$ cat src/rtl/flush_pkg.sv
package flush_pkg;

  typedef enum logic [1:0] {
    JOB_LINE = 2'd0,
    JOB_ADDR = 2'd1,
    JOB_WAY  = 2'd2,
    JOB_ALL  = 2'd3
  } job_kind_e;

  typedef struct packed {
    logic inv;
    logic wb;
    logic load;
    logic fetch;
  } job_act_t;

  typedef enum logic [2:0] {
    S_IDLE  = 3'd0,
    S_RD    = 3'd1,
    S_EVAL  = 3'd2,
    S_WB    = 3'd3,
    S_WR    = 3'd4,
    S_FETCH = 3'd5,
    S_NEXT  = 3'd6
  } seq_state_e;

endpackage

$ cat src/rtl/flush_tag_way.sv
module flush_tag_way #(
  parameter int SET_W = 5,
  parameter int ENT_W = 24
) (
  input  logic             clk,
  input  logic             we,
  input  logic [SET_W-1:0] waddr,
  input  logic [ENT_W-1:0] wdata,
  input  logic [SET_W-1:0] raddr_a,
  output logic [ENT_W-1:0] rdata_a,
  input  logic [SET_W-1:0] raddr_b,
  output logic [ENT_W-1:0] rdata_b
);
  localparam int NSETS = 1 << SET_W;

  logic [ENT_W-1:0] mem [NSETS];

  always_ff @(posedge clk) begin
    if (we) mem[waddr] <= wdata;
    rdata_a <= mem[raddr_a];
    rdata_b <= mem[raddr_b];
  end
endmodule

$ cat src/rtl/flush_cmd_decode.sv
module flush_cmd_decode import flush_pkg::*; #(
  parameter int ADDR_W = 32,
  parameter int LINE_W = 5,
  parameter int SET_W  = 5,
  parameter int WAYS   = 4
) (
  input  logic                  addr_we,
  input  logic [ADDR_W-1:0]     addr_data,
  input  logic                  set_we,
  input  logic [ADDR_W-1:0]     set_data,
  output logic                  start,
  output job_kind_e             kind,
  output job_act_t              act,
  output logic [SET_W-1:0]      set_o,
  output logic [$clog2(WAYS)-1:0] way_o,
  output logic [ADDR_W-LINE_W-SET_W-1:0] tag_o,
  output logic                  v_o,
  output logic                  d_o,
  output logic                  dis
);
  localparam int WAY_W = $clog2(WAYS);
  localparam int TAG_W = ADDR_W - LINE_W - SET_W;
  localparam int IDX_LO = 16;
  localparam int WAY_LO = 4;

  always_comb begin
    start = 1'b0;
    kind  = JOB_LINE;
    act   = '0;
    set_o = '0;
    way_o = '0;
    tag_o = '0;
    v_o   = 1'b0;
    d_o   = 1'b0;
    dis   = (addr_we & addr_data[3]) | (set_we & set_data[3]);
    if (addr_we) begin
      if (addr_data[1:0] != 2'b00) begin
        start   = 1'b1;
        kind    = addr_data[2] ? JOB_ALL : JOB_ADDR;
        act.inv = addr_data[0];
        act.wb  = addr_data[1];
        set_o   = addr_data[LINE_W +: SET_W];
        tag_o   = addr_data[ADDR_W-1 -: TAG_W];
      end
    end else if (set_we) begin
      if (set_data[1:0] != 2'b00) begin
        start = 1'b1;
        way_o = set_data[WAY_LO +: WAY_W];
        if (set_data[2]) begin
          kind      = JOB_WAY;
          act.load  = set_data[0];
          act.wb    = set_data[1];
          act.fetch = set_data[9];
          tag_o     = set_data[ADDR_W-1 -: TAG_W];
          v_o       = set_data[8];
          d_o       = set_data[7];
        end else begin
          kind    = JOB_LINE;
          act.inv = set_data[0];
          act.wb  = set_data[1];
          set_o   = set_data[IDX_LO +: SET_W];
        end
      end
    end
  end
endmodule

$ cat src/rtl/flush_seq.sv
module flush_seq import flush_pkg::*; #(
  parameter int ADDR_W = 32,
  parameter int LINE_W = 5,
  parameter int SET_W  = 5,
  parameter int WAYS   = 4
) (
  input  logic                    clk,
  input  logic                    rst,
  input  logic                    start,
  input  job_kind_e               kind,
  input  job_act_t                act,
  input  logic [SET_W-1:0]        cset,
  input  logic [$clog2(WAYS)-1:0] cway,
  input  logic [ADDR_W-LINE_W-SET_W-1:0] ctag,
  input  logic                    cv,
  input  logic                    cd,
  input  logic [WAYS*(ADDR_W-LINE_W-SET_W+2)-1:0] rd_lines,
  output logic [SET_W-1:0]        rset,
  output logic                    wr_en,
  output logic [SET_W-1:0]        wr_set,
  output logic [$clog2(WAYS)-1:0] wr_way,
  output logic [ADDR_W-LINE_W-SET_W+1:0] wr_ent,
  output logic                    busy,
  output logic                    mem_req,
  output logic                    mem_wr,
  output logic [ADDR_W-1:0]       mem_addr,
  input  logic                    mem_ack
);
  localparam int WAY_W = $clog2(WAYS);
  localparam int TAG_W = ADDR_W - LINE_W - SET_W;
  localparam int ENT_W = TAG_W + 2;
  localparam logic [WAY_W-1:0] WAY_MAX = WAY_W'(WAYS - 1);
  localparam logic [SET_W-1:0] SET_MAX = '1;

  seq_state_e        state_q;
  job_kind_e         kind_q;
  job_act_t          act_q;
  logic [SET_W-1:0]  set_q;
  logic [WAY_W-1:0]  way_q;
  logic [TAG_W-1:0]  tag_q;
  logic              v_q, d_q;
  logic [ENT_W-1:0]  line_q;
  logic              mreq_q, mwr_q;
  logic [ADDR_W-1:0] maddr_q;

  logic [WAYS-1:0]   hit_vec;
  logic [WAY_W-1:0]  hit_way;
  logic [WAY_W-1:0]  sel_way;
  logic [ENT_W-1:0]  sel_ent;
  logic [TAG_W-1:0]  new_tag;
  logic              last_line;

  always_comb begin
    for (int w = 0; w < WAYS; w++) begin
      hit_vec[w] = rd_lines[w*ENT_W + ENT_W - 1] &&
                   (rd_lines[w*ENT_W +: TAG_W] == tag_q);
    end
    hit_way = '0;
    for (int w = WAYS - 1; w >= 0; w--) begin
      if (hit_vec[w]) hit_way = WAY_W'(w);
    end
  end

  assign sel_way = (kind_q == JOB_ADDR) ? hit_way : way_q;
  assign sel_ent = rd_lines[int'(sel_way)*ENT_W +: ENT_W];
  assign new_tag = act_q.load ? tag_q : line_q[TAG_W-1:0];

  always_comb begin
    if (act_q.load)      wr_ent = {v_q, d_q, tag_q};
    else if (act_q.inv)  wr_ent = {2'b00, line_q[TAG_W-1:0]};
    else if (act_q.wb)   wr_ent = {line_q[ENT_W-1], 1'b0, line_q[TAG_W-1:0]};
    else                 wr_ent = line_q;
  end

  always_comb begin
    case (kind_q)
      JOB_ALL: last_line = (set_q == SET_MAX) && (way_q == WAY_MAX);
      JOB_WAY: last_line = (set_q == SET_MAX);
      default: last_line = 1'b1;
    endcase
  end

  always_ff @(posedge clk) begin
    if (rst) begin
      state_q <= S_IDLE;
      kind_q  <= JOB_LINE;
      act_q   <= '0;
      set_q   <= '0;
      way_q   <= '0;
      tag_q   <= '0;
      v_q     <= 1'b0;
      d_q     <= 1'b0;
      line_q  <= '0;
      mreq_q  <= 1'b0;
      mwr_q   <= 1'b0;
      maddr_q <= '0;
    end else begin
      case (state_q)
        S_IDLE: if (start) begin
          kind_q  <= kind;
          act_q   <= act;
          tag_q   <= ctag;
          v_q     <= cv;
          d_q     <= cd;
          set_q   <= (kind == JOB_ALL || kind == JOB_WAY) ? '0 : cset;
          way_q   <= (kind == JOB_LINE || kind == JOB_WAY) ? cway : '0;
          state_q <= S_RD;
        end
        S_RD: state_q <= S_EVAL;
        S_EVAL: begin
          line_q <= sel_ent;
          way_q  <= sel_way;
          if (kind_q == JOB_ADDR && hit_vec == '0) begin
            state_q <= S_NEXT;
          end else if (act_q.wb && sel_ent[ENT_W-1] && sel_ent[ENT_W-2]) begin
            mreq_q  <= 1'b1;
            mwr_q   <= 1'b1;
            maddr_q <= {sel_ent[TAG_W-1:0], set_q, {LINE_W{1'b0}}};
            state_q <= S_WB;
          end else begin
            state_q <= S_WR;
          end
        end
        S_WB: if (mem_ack) begin
          mreq_q  <= 1'b0;
          state_q <= S_WR;
        end
        S_WR: begin
          if (act_q.fetch) begin
            mreq_q  <= 1'b1;
            mwr_q   <= 1'b0;
            maddr_q <= {new_tag, set_q, {LINE_W{1'b0}}};
            state_q <= S_FETCH;
          end else begin
            state_q <= S_NEXT;
          end
        end
        S_FETCH: if (mem_ack) begin
          mreq_q  <= 1'b0;
          state_q <= S_NEXT;
        end
        S_NEXT: begin
          if (last_line) begin
            state_q <= S_IDLE;
          end else begin
            if (kind_q == JOB_ALL) begin
              if (way_q == WAY_MAX) begin
                way_q <= '0;
                set_q <= set_q + 1'b1;
              end else begin
                way_q <= way_q + 1'b1;
              end
            end else begin
              set_q <= set_q + 1'b1;
            end
            state_q <= S_RD;
          end
        end
        default: state_q <= S_IDLE;
      endcase
    end
  end

  assign rset     = set_q;
  assign wr_en    = (state_q == S_WR);
  assign wr_set   = set_q;
  assign wr_way   = way_q;
  assign busy     = (state_q != S_IDLE);
  assign mem_req  = mreq_q;
  assign mem_wr   = mwr_q;
  assign mem_addr = maddr_q;

  AST_REQ_HELD: assert property (@(posedge clk) disable iff (rst)
    (mreq_q && !mem_ack) |=> (mreq_q && $stable(maddr_q) && $stable(mwr_q)));

  AST_CLEAR_AFTER_ACK: assert property (@(posedge clk) disable iff (rst)
    (wr_en && act_q.wb && line_q[ENT_W-1] && line_q[ENT_W-2]) |-> $past(mem_ack));

  AST_WB_ONLY_DIRTY: assert property (@(posedge clk) disable iff (rst)
    (mreq_q && mwr_q) |-> (line_q[ENT_W-1] && line_q[ENT_W-2]));

  AST_FETCH_WAY_ONLY: assert property (@(posedge clk) disable iff (rst)
    (mreq_q && !mwr_q) |-> (kind_q == JOB_WAY && act_q.fetch));

  AST_REQ_WHILE_BUSY: assert property (@(posedge clk) disable iff (rst)
    mreq_q |-> (state_q != S_IDLE));
endmodule

$ cat src/rtl/cache_flush_ctrl.sv
module cache_flush_ctrl import flush_pkg::*; #(
  parameter int ADDR_W = 32,
  parameter int LINE_W = 5,
  parameter int SET_W  = 5,
  parameter int WAYS   = 4
) (
  input  logic                          clk,
  input  logic                          rst,
  input  logic                          addr_cmd_we,
  input  logic [ADDR_W-1:0]             addr_cmd_data,
  input  logic                          set_cmd_we,
  input  logic [ADDR_W-1:0]             set_cmd_data,
  input  logic                          fill_we,
  input  logic [SET_W-1:0]              fill_set,
  input  logic [$clog2(WAYS)-1:0]       fill_way,
  input  logic [ADDR_W-LINE_W-SET_W-1:0] fill_tag,
  input  logic                          fill_valid,
  input  logic                          fill_dirty,
  input  logic [SET_W-1:0]              look_set,
  input  logic [$clog2(WAYS)-1:0]       look_way,
  output logic [ADDR_W-LINE_W-SET_W-1:0] look_tag,
  output logic                          look_valid,
  output logic                          look_dirty,
  output logic                          busy,
  output logic                          cache_en_clr,
  output logic                          mem_req,
  output logic                          mem_wr,
  output logic [ADDR_W-1:0]             mem_addr,
  input  logic                          mem_ack
);
  localparam int WAY_W = $clog2(WAYS);
  localparam int TAG_W = ADDR_W - LINE_W - SET_W;
  localparam int ENT_W = TAG_W + 2;

  logic             dec_start, dec_v, dec_d, dec_dis;
  job_kind_e        dec_kind;
  job_act_t         dec_act;
  logic [SET_W-1:0] dec_set;
  logic [WAY_W-1:0] dec_way;
  logic [TAG_W-1:0] dec_tag;

  logic [WAYS*ENT_W-1:0] rd_lines;
  logic [WAYS*ENT_W-1:0] look_lines;
  logic [SET_W-1:0]      seq_rset, seq_wset;
  logic                  seq_we;
  logic [WAY_W-1:0]      seq_wway;
  logic [ENT_W-1:0]      seq_went;

  logic                  fill_ok;
  logic [SET_W-1:0]      ram_wset;
  logic [WAY_W-1:0]      ram_wway;
  logic [ENT_W-1:0]      ram_went;
  logic                  dis_q;
  logic [WAY_W-1:0]      look_way_q;
  logic [ENT_W-1:0]      look_ent;

  flush_cmd_decode #(.ADDR_W(ADDR_W), .LINE_W(LINE_W), .SET_W(SET_W), .WAYS(WAYS)) u_dec (
    .addr_we(addr_cmd_we), .addr_data(addr_cmd_data),
    .set_we(set_cmd_we),   .set_data(set_cmd_data),
    .start(dec_start), .kind(dec_kind), .act(dec_act),
    .set_o(dec_set), .way_o(dec_way), .tag_o(dec_tag),
    .v_o(dec_v), .d_o(dec_d), .dis(dec_dis)
  );

  flush_seq #(.ADDR_W(ADDR_W), .LINE_W(LINE_W), .SET_W(SET_W), .WAYS(WAYS)) u_seq (
    .clk(clk), .rst(rst),
    .start(dec_start), .kind(dec_kind), .act(dec_act),
    .cset(dec_set), .cway(dec_way), .ctag(dec_tag), .cv(dec_v), .cd(dec_d),
    .rd_lines(rd_lines), .rset(seq_rset),
    .wr_en(seq_we), .wr_set(seq_wset), .wr_way(seq_wway), .wr_ent(seq_went),
    .busy(busy), .mem_req(mem_req), .mem_wr(mem_wr), .mem_addr(mem_addr),
    .mem_ack(mem_ack)
  );

  assign fill_ok  = fill_we && !busy;
  assign ram_wset = seq_we ? seq_wset : fill_set;
  assign ram_wway = seq_we ? seq_wway : fill_way;
  assign ram_went = seq_we ? seq_went : {fill_valid, fill_dirty, fill_tag};

  for (genvar w = 0; w < WAYS; w++) begin : g_way
    logic way_we;
    assign way_we = (seq_we || fill_ok) && (ram_wway == WAY_W'(w));
    flush_tag_way #(.SET_W(SET_W), .ENT_W(ENT_W)) u_ram (
      .clk(clk), .we(way_we), .waddr(ram_wset), .wdata(ram_went),
      .raddr_a(seq_rset), .rdata_a(rd_lines[w*ENT_W +: ENT_W]),
      .raddr_b(look_set), .rdata_b(look_lines[w*ENT_W +: ENT_W])
    );
  end

  always_ff @(posedge clk) begin
    if (rst) begin
      dis_q      <= 1'b0;
      look_way_q <= '0;
    end else begin
      dis_q      <= dec_dis;
      look_way_q <= look_way;
    end
  end

  assign look_ent     = look_lines[int'(look_way_q)*ENT_W +: ENT_W];
  assign look_tag     = look_ent[TAG_W-1:0];
  assign look_valid   = look_ent[ENT_W-1];
  assign look_dirty   = look_ent[ENT_W-2];
  assign cache_en_clr = dis_q;

  AST_DIS_FOLLOWS_WRITE: assert property (@(posedge clk) disable iff (rst)
    cache_en_clr |-> $past(addr_cmd_we || set_cmd_we));

  AST_NO_SEQ_WRITE_IDLE: assert property (@(posedge clk) disable iff (rst)
    seq_we |-> busy);
endmodule

$ cat config.mk
export PLATFORM = sky130hd
export DESIGN_NAME = cache_flush_ctrl
export DESIGN_NICKNAME = d
export VERILOG_FILES = /design/src/rtl/flush_pkg.sv /design/src/rtl/flush_tag_way.sv /design/src/rtl/flush_cmd_decode.sv /design/src/rtl/flush_seq.sv /design/src/rtl/cache_flush_ctrl.sv
export SDC_FILE = /design/constraint.sdc
export NUM_CORES = 2
export LEC_CHECK = 0
export BUFFER_PORTS_ARGS = -buffer_cell sky130_fd_sc_hd__buf_2
export CORE_MARGIN = 1
export CORE_UTILIZATION = 35
export CTS_BUF_LIST = sky130_fd_sc_hd__clkbuf_16
export CTS_CLUSTER_DIAMETER = 200
export DETAILED_ROUTE_END_ITERATION = 8
export PLACE_DENSITY_LB_ADDON = 0.1
export SETUP_SLACK_MARGIN = 0.4
export SLEW_MARGIN = 15
export SYNTH_ARGS = -nofsm -noshare
export SYNTH_HDL_FRONTEND = slang
export SYNTH_SLANG_ARGS = --single-unit
$ cat constraint.sdc
create_clock -name clk -period 8.5 [get_ports clk]
set_input_delay 1.275 -clock clk [delete_from_list [all_inputs] [get_ports clk]]
set_output_delay 1.275 -clock clk [all_outputs]
set_load 0.005 [all_outputs]
[Word level (Yosys, flattened, before mapping)]
Memories as Yosys holds them, arrays and structs flattened. A register that Yosys moved wholly into a read port is not among the register bits.
Index checks and enable logic that the tools add are counted.
Storage, ports and cells
  flip-flop bits (word level): 101
  bits in latches: 0
  memory bits (writable): 3072
  memory bits (read-only): 0
  input port bits: 108
  output and inout port bits: 60
  word-level logic and storage cells: 185
  memories: 4
Memories
  g_way[0].u_ram.mem: words 32, width 24, rd ports 2, clocked after Yosys merged registers in 2, write ports 1, line flush_tag_way.sv:16  | logic [ENT_W-1:0] mem [NSETS];
  g_way[1].u_ram.mem: words 32, width 24, rd ports 2, clocked after Yosys merged registers in 2, write ports 1, line flush_tag_way.sv:16
  g_way[2].u_ram.mem: words 32, width 24, rd ports 2, clocked after Yosys merged registers in 2, write ports 1, line flush_tag_way.sv:16
  g_way[3].u_ram.mem: words 32, width 24, rd ports 2, clocked after Yosys merged registers in 2, write ports 1, line flush_tag_way.sv:16
Operators by class
  add/subtract/negate cells: 2
  multipliers: 2
  divide/modulo/power cells: 0
  magnitude comparators: 0
  equal/unequal tests: 30
  shifts and indexed selects: 2
  muxes and demuxes: 90
  bitwise gates (word level): 3
  reduce and logical (&&, ||, !) cells: 35
Operator list (number)
  $mux 22: 6
  $mux 32: 3
  $shiftx 96x32->24: 1
  $shiftx 96x8->24: 1
  $eq 22x22->1: 4
  $mux 24: 3
  $pmux 32 s2: 1
  $mux 5: 11
  $mux 2: 25
  $mux 1: 27
  $mux 23: 1
  $pmux 3 s7: 1
  $mux 3: 5
  $eq 2x2->1 const B: 7
  $logic_and 1x1->1: 13
  $reduce_and 4->1: 3
  $ne 2x2->1 const B: 5
  $pmux 5 s2: 1
  $eq 3x3->1 const B: 3
  $reduce_bool 3->1: 3
  $mul 2x2->4 const B: 2
  $mux 4: 2
  $ne 2x1->1 const B: 4
  $reduce_bool 2->1: 4
  21 further kinds: 28

[Longest topological paths before layout]
  word-level depth: 14
  mapped depth: 12
  gate-level depth less buffers: 10

[Cells and area by module]
From an unflattened synthesis, not the netlist that was laid out.
Second synthesis, totals
  cells, all modules: 11486
  area total of the unflattened synthesis: 159481.7 µm²
Modules (own cells, without submodules)
  flush_tag_way at g_way[1].u_ram ...: times used 3, cells an instance 2608, area each 37644.9 µm², sequential area each 24023.0 µm²
  flush_tag_way at g_way[0].u_ram: times used 1, cells an instance 2608, area each 37647.4 µm², sequential area each 24023.0 µm²
  flush_seq: times used 1, cells an instance 857, area each 6845.3 µm², sequential area each 1861.8 µm²
  cache_flush_ctrl: times used 1, cells an instance 79, area each 1186.1 µm², sequential area each 60.1 µm²
  flush_cmd_decode: times used 1, cells an instance 118, area each 868.3 µm², sequential area each 0.0 µm²

[Least setup slack after synthesis]
Ideal clock, no wire load.
  path kind: register to register
  start point: register u_seq.state_q[2]
  end point: memory g_way[0].u_ram.mem[0][22] (data pin)
  setup time: 1197 ps
  arrival time: 6468 ps
  required time: 7303 ps
  setup slack: 835 ps
  cell stages (with the launch flop): 7
  buffers on the path: 4
  clock period less this slack: 7665 ps
  cells stage by stage: dfxtp_1 -> clkbuf_1 -> nand2_1 -> clkbuf_1 -> clkbuf_1 -> clkbuf_1 -> o21ai_0
Between the ends
  longest elaborated chain between the ends: 2
RTL lines
  from (decl): line flush_seq.sv:35  | seq_state_e state_q;
  from (signal assigned): line flush_seq.sv:85  | state_q <= S_IDLE;
  from (signal assigned): line flush_seq.sv:107  | state_q <= S_RD;
  from (signal assigned): line flush_seq.sv:109  | S_RD: state_q <= S_EVAL;
  $eq 3x3->1: line flush_seq.sv:165  | assign wr_en = (state_q == S_WR);
  $mux 24: line cache_flush_ctrl.sv:78  | assign ram_went = seq_we ? seq_went : {fill_valid, fill_dirty, fill_tag};
  via g_way[0].u_ram.wdata[22]: line flush_tag_way.sv:8  | input logic [ENT_W-1:0] wdata,
  to (decl): line flush_tag_way.sv:16
The timed path passes the listed nets, and every way through them passes these cells.

==> impl_metrics.json <==
{
  "grt_start_max_net_pins": 118,
  "syn_area_um2": 152000,
  "syn_inst": 6957,
  "cts_max_level": 5,
  "crit_type": "reg -> reg",
  "drt_wl_total_um": 542000,
  "skew_ns": 0.0488,
  "start_util_pct": 35.2,
  "clock-sinks": 3360,
  "io_buffer_count": 160,
  "vias_per_cell": 6.00,
  "worstHoldEndpoint": "u_seq.line_q[5]$_SDFFE_PP0N_",
  "synth_warnings": 0,
  "crit_path_end_kind": "flop",
  "max-cap-violations": 0,
  "critPathMaxStageDelay_ns": 0.83,
  "cp.arrival_ns": 5.64,
  "synth_ff_type": "edfxtp_1",
  "path_cells": "buf_12 -> buf_4 -> buf_4 -> mux4_2 -> mux4_2 -> mux2_2",
  "numCtsBuffers": 385,
  "hold_viol_final": 0,
  "routedWlPerCell_um": 40.5,
  "final_cell_area_um2": 173000,
  "power.ir.vdd_worst_mv": 0.238,
  "routabilityCongestion": 0.836,
  "start_kind": "flop",
  "min-delay-start": "u_seq.line_q[5]$_SDFFE_PP0N_",
  "cpMaxStageDelayCell": "buf_4",
  "drt_iter0_markers": 9138,
  "setup_viol": 0,
  "syn_avg_cell_area_um2": 21.8,
  "area_growth_pct": 14.3,
  "cts_resized": 0,
  "nFillCells": 38100,
  "clk_pin_slew_ns": 0.06,
  "die_w_um": 660,
  "detailed_place_hpwl_um": 308000,
  "cts_root_buffer": "clkbuf_16",
  "p_per_area_nw_per_um2": 284,
  "postCtsHoldBufs": 0,
  "tightest_slew_ns": 1.17,
  "cts_setup_buffers": 0,
  "fp-row-count": 241,
  "pin_count": 168,
  "p_leak_uw": 0.0528,
  "async_flop_share_pct": 0,
  "hold_depth": 2,
  "nNetsFinal": 7325,
  "worstPathRequired_ns": 9.31,
  "drive_above_1_share_pct": 43.2,
  "r2r-end": "g_way[3].u_ram.rdata_a[18]$_DFF_P_",
  "critPathMaxFanout": 101,
  "fmax_mhz": 207,
  "track_usage_pct": 24.8,
  "synth-edff-count": 3072,
  "rsz0062_at_grt": "false",
  "grt_pass1_wl_um": 734000,
  "first_pass_iters": 8,
  "drv_slew": 0,
  "r2r-start": "u_seq.rset[1]$_SDFFE_PP0P_",
  "r2r_slack_ns": 3.67,
  "antenna_found_initial": 68,
  "design.core.area_um2": 431000,
  "cts_buffer_depth": 4,
  "hold_class": "reg -> reg",
  "tns_ns": 0,
  "drcViolationCount": 0,
  "clock_latency_ns": 1.00,
  "slew_headroom_pct": 21.9,
  "holdWs_ns": 0.458,
  "grt_pass1_vias": 84100,
  "die_h_um": 660,
  "finalCritPeriodShare_pct": 56.8,
  "yosys.cell_types.count": 62,
  "yosysSeqAreaShare_pct": 64.6,
  "rr_worst_depth": 6,
  "synth_seq_cells": 3360,
  "grt-ovfl-total": 0,
  "vias": 80200,
  "antenna_left": 0,
  "postPlaceCellArea_um2": 161000,
  "cts_tree": "built",
  "fin_crit_ns": 4.83,
  "outcome": "completed",
  "dieArea_um2": 436000,
  "p_total_uw": 49300
}
## worst max-delay path, delay by kind of cell, from the launching register on
| kind | cells | cell delay, ns |
|---|---|---|
| buffers and inverters | 3 | 2.33 |
| multiplexers | 3 | 1.31 |
| flip-flops | 1 | 0.71 |
## report_power, final
part           switching [uW]  internal (uW)  total, uW  leakage (uW)
clock                    6960           9050      16000       0.00634
combinational            7490           5320      12800        0.0165
sequential                916          19600      20500        0.0300
## cells in the mapped netlist (30+ instances only)
master	n	area share, %
a21oi_1	44	0.15
dfxtp_1	288	3.8
buf_1	131	0.32
edfxtp_1	3072	61
nand3_1	81	0.27
xor2_1	30	0.17
nand2_1	152	0.38
mux2i_1	99	0.65
nand2b_1	44	0.18
clkbuf_1	390	0.97
nor2_1	191	0.47
mux4_2	1944	29
mux2_2	192	1.4
xnor2_1	58	0.33
## state kept, by name (all words and copies together), names as in the netlist, 4 cells and up
name                 count
u_seq.mem_addr          27
u_seq.rset               5
u_seq.act_q              4
g_way.u_ram.rdata_a     96
g_way.u_ram.mem       3072
u_seq.line_q            24
g_way.u_ram.rdata_b     96
u_seq.tag_q             22
## how the worst max path moves through the flow
stage	cells past startpoint	slack (ns)	start	to
floorplan	6	0.84	u_seq.state_q[2]$_SDFFE_PP0P_	g_way[0].u_ram.mem[0][22]$_DFFE_PP_
global placement	7	3.49	fill_way[1]	g_way[3].u_ram.mem[4][19]$_DFFE_PP_
finish	6	3.67	u_seq.rset[1]$_SDFFE_PP0P_	g_way[3].u_ram.rdata_a[18]$_DFF_P_
CTS	6	3.61	u_seq.rset[1]$_SDFFE_PP0P_	g_way[3].u_ram.rdata_a[18]$_DFF_P_
global route	6	3.59	u_seq.rset[1]$_SDFFE_PP0P_	g_way[3].u_ram.rdata_a[18]$_DFF_P_
detailed placement	7	3.45	fill_way[1]	g_way[3].u_ram.mem[20][17]$_DFFE_PP_
## layer usage
metal  GRT usage, %  part of all wire (%)
met4           8.56                   3.5
met3           2.81                   5.3
met5              0                 0.013
met2           41.5                    50
met1           33.6                    41
## final cells by class
class	count	area [um^2]	area share (%)
sequential	3360	98000	56.6
clock buffer	394	9860	5.69
inverter	4	15.0	0.00866
tap	5710	7140	4.12
antenna	114	285	0.165
multi-input combinational	3039	52600	30.4
timing repair buffer	424	3200	1.85
clock inverter	322	2140	1.24
## kinds of logic after synthesis
logic type | after synthesis | share of synthesized area [%]
buffers and inverters | 562 | 1.47
AOI/OAI and AO/OA | 170 | 0.798
muxes | 2236 | 31.0
other | 1 | 0.00247
xor gates and xnor gates | 88 | 0.508
DFF | 3360 | 64.6
adders and majority gates | 3 | 0.0248
and+or+nand+nor | 537 | 1.61
## placed cells by master (no fill, tap or decap), types with 114 or more instances in the layout
master     Yosys  final
edfxtp_1    3072   3072
mux4_2      1944   1944
clkbuf_16      0    394
dfxtp_1      288    281
buf_4          5    237
mux2_2       192    192
buf_2         26    154
nand2_1      152    144
nor2_4         0    128
inv_1          4    118
diode_2        0    114
## through the flow
step	utilization, %	instances	setup slack (ns)
2_1_floorplan	-	6961	0.835
3_3_place_gp	37.3	12500	3.49
3_5_place_dp	37.3	12500	3.45
4_1_cts	40.1	13300	3.61
5_1_grt	40.2	13300	3.59
6_report	40.2	13400	3.67
(Power assumes the default switching activity.)
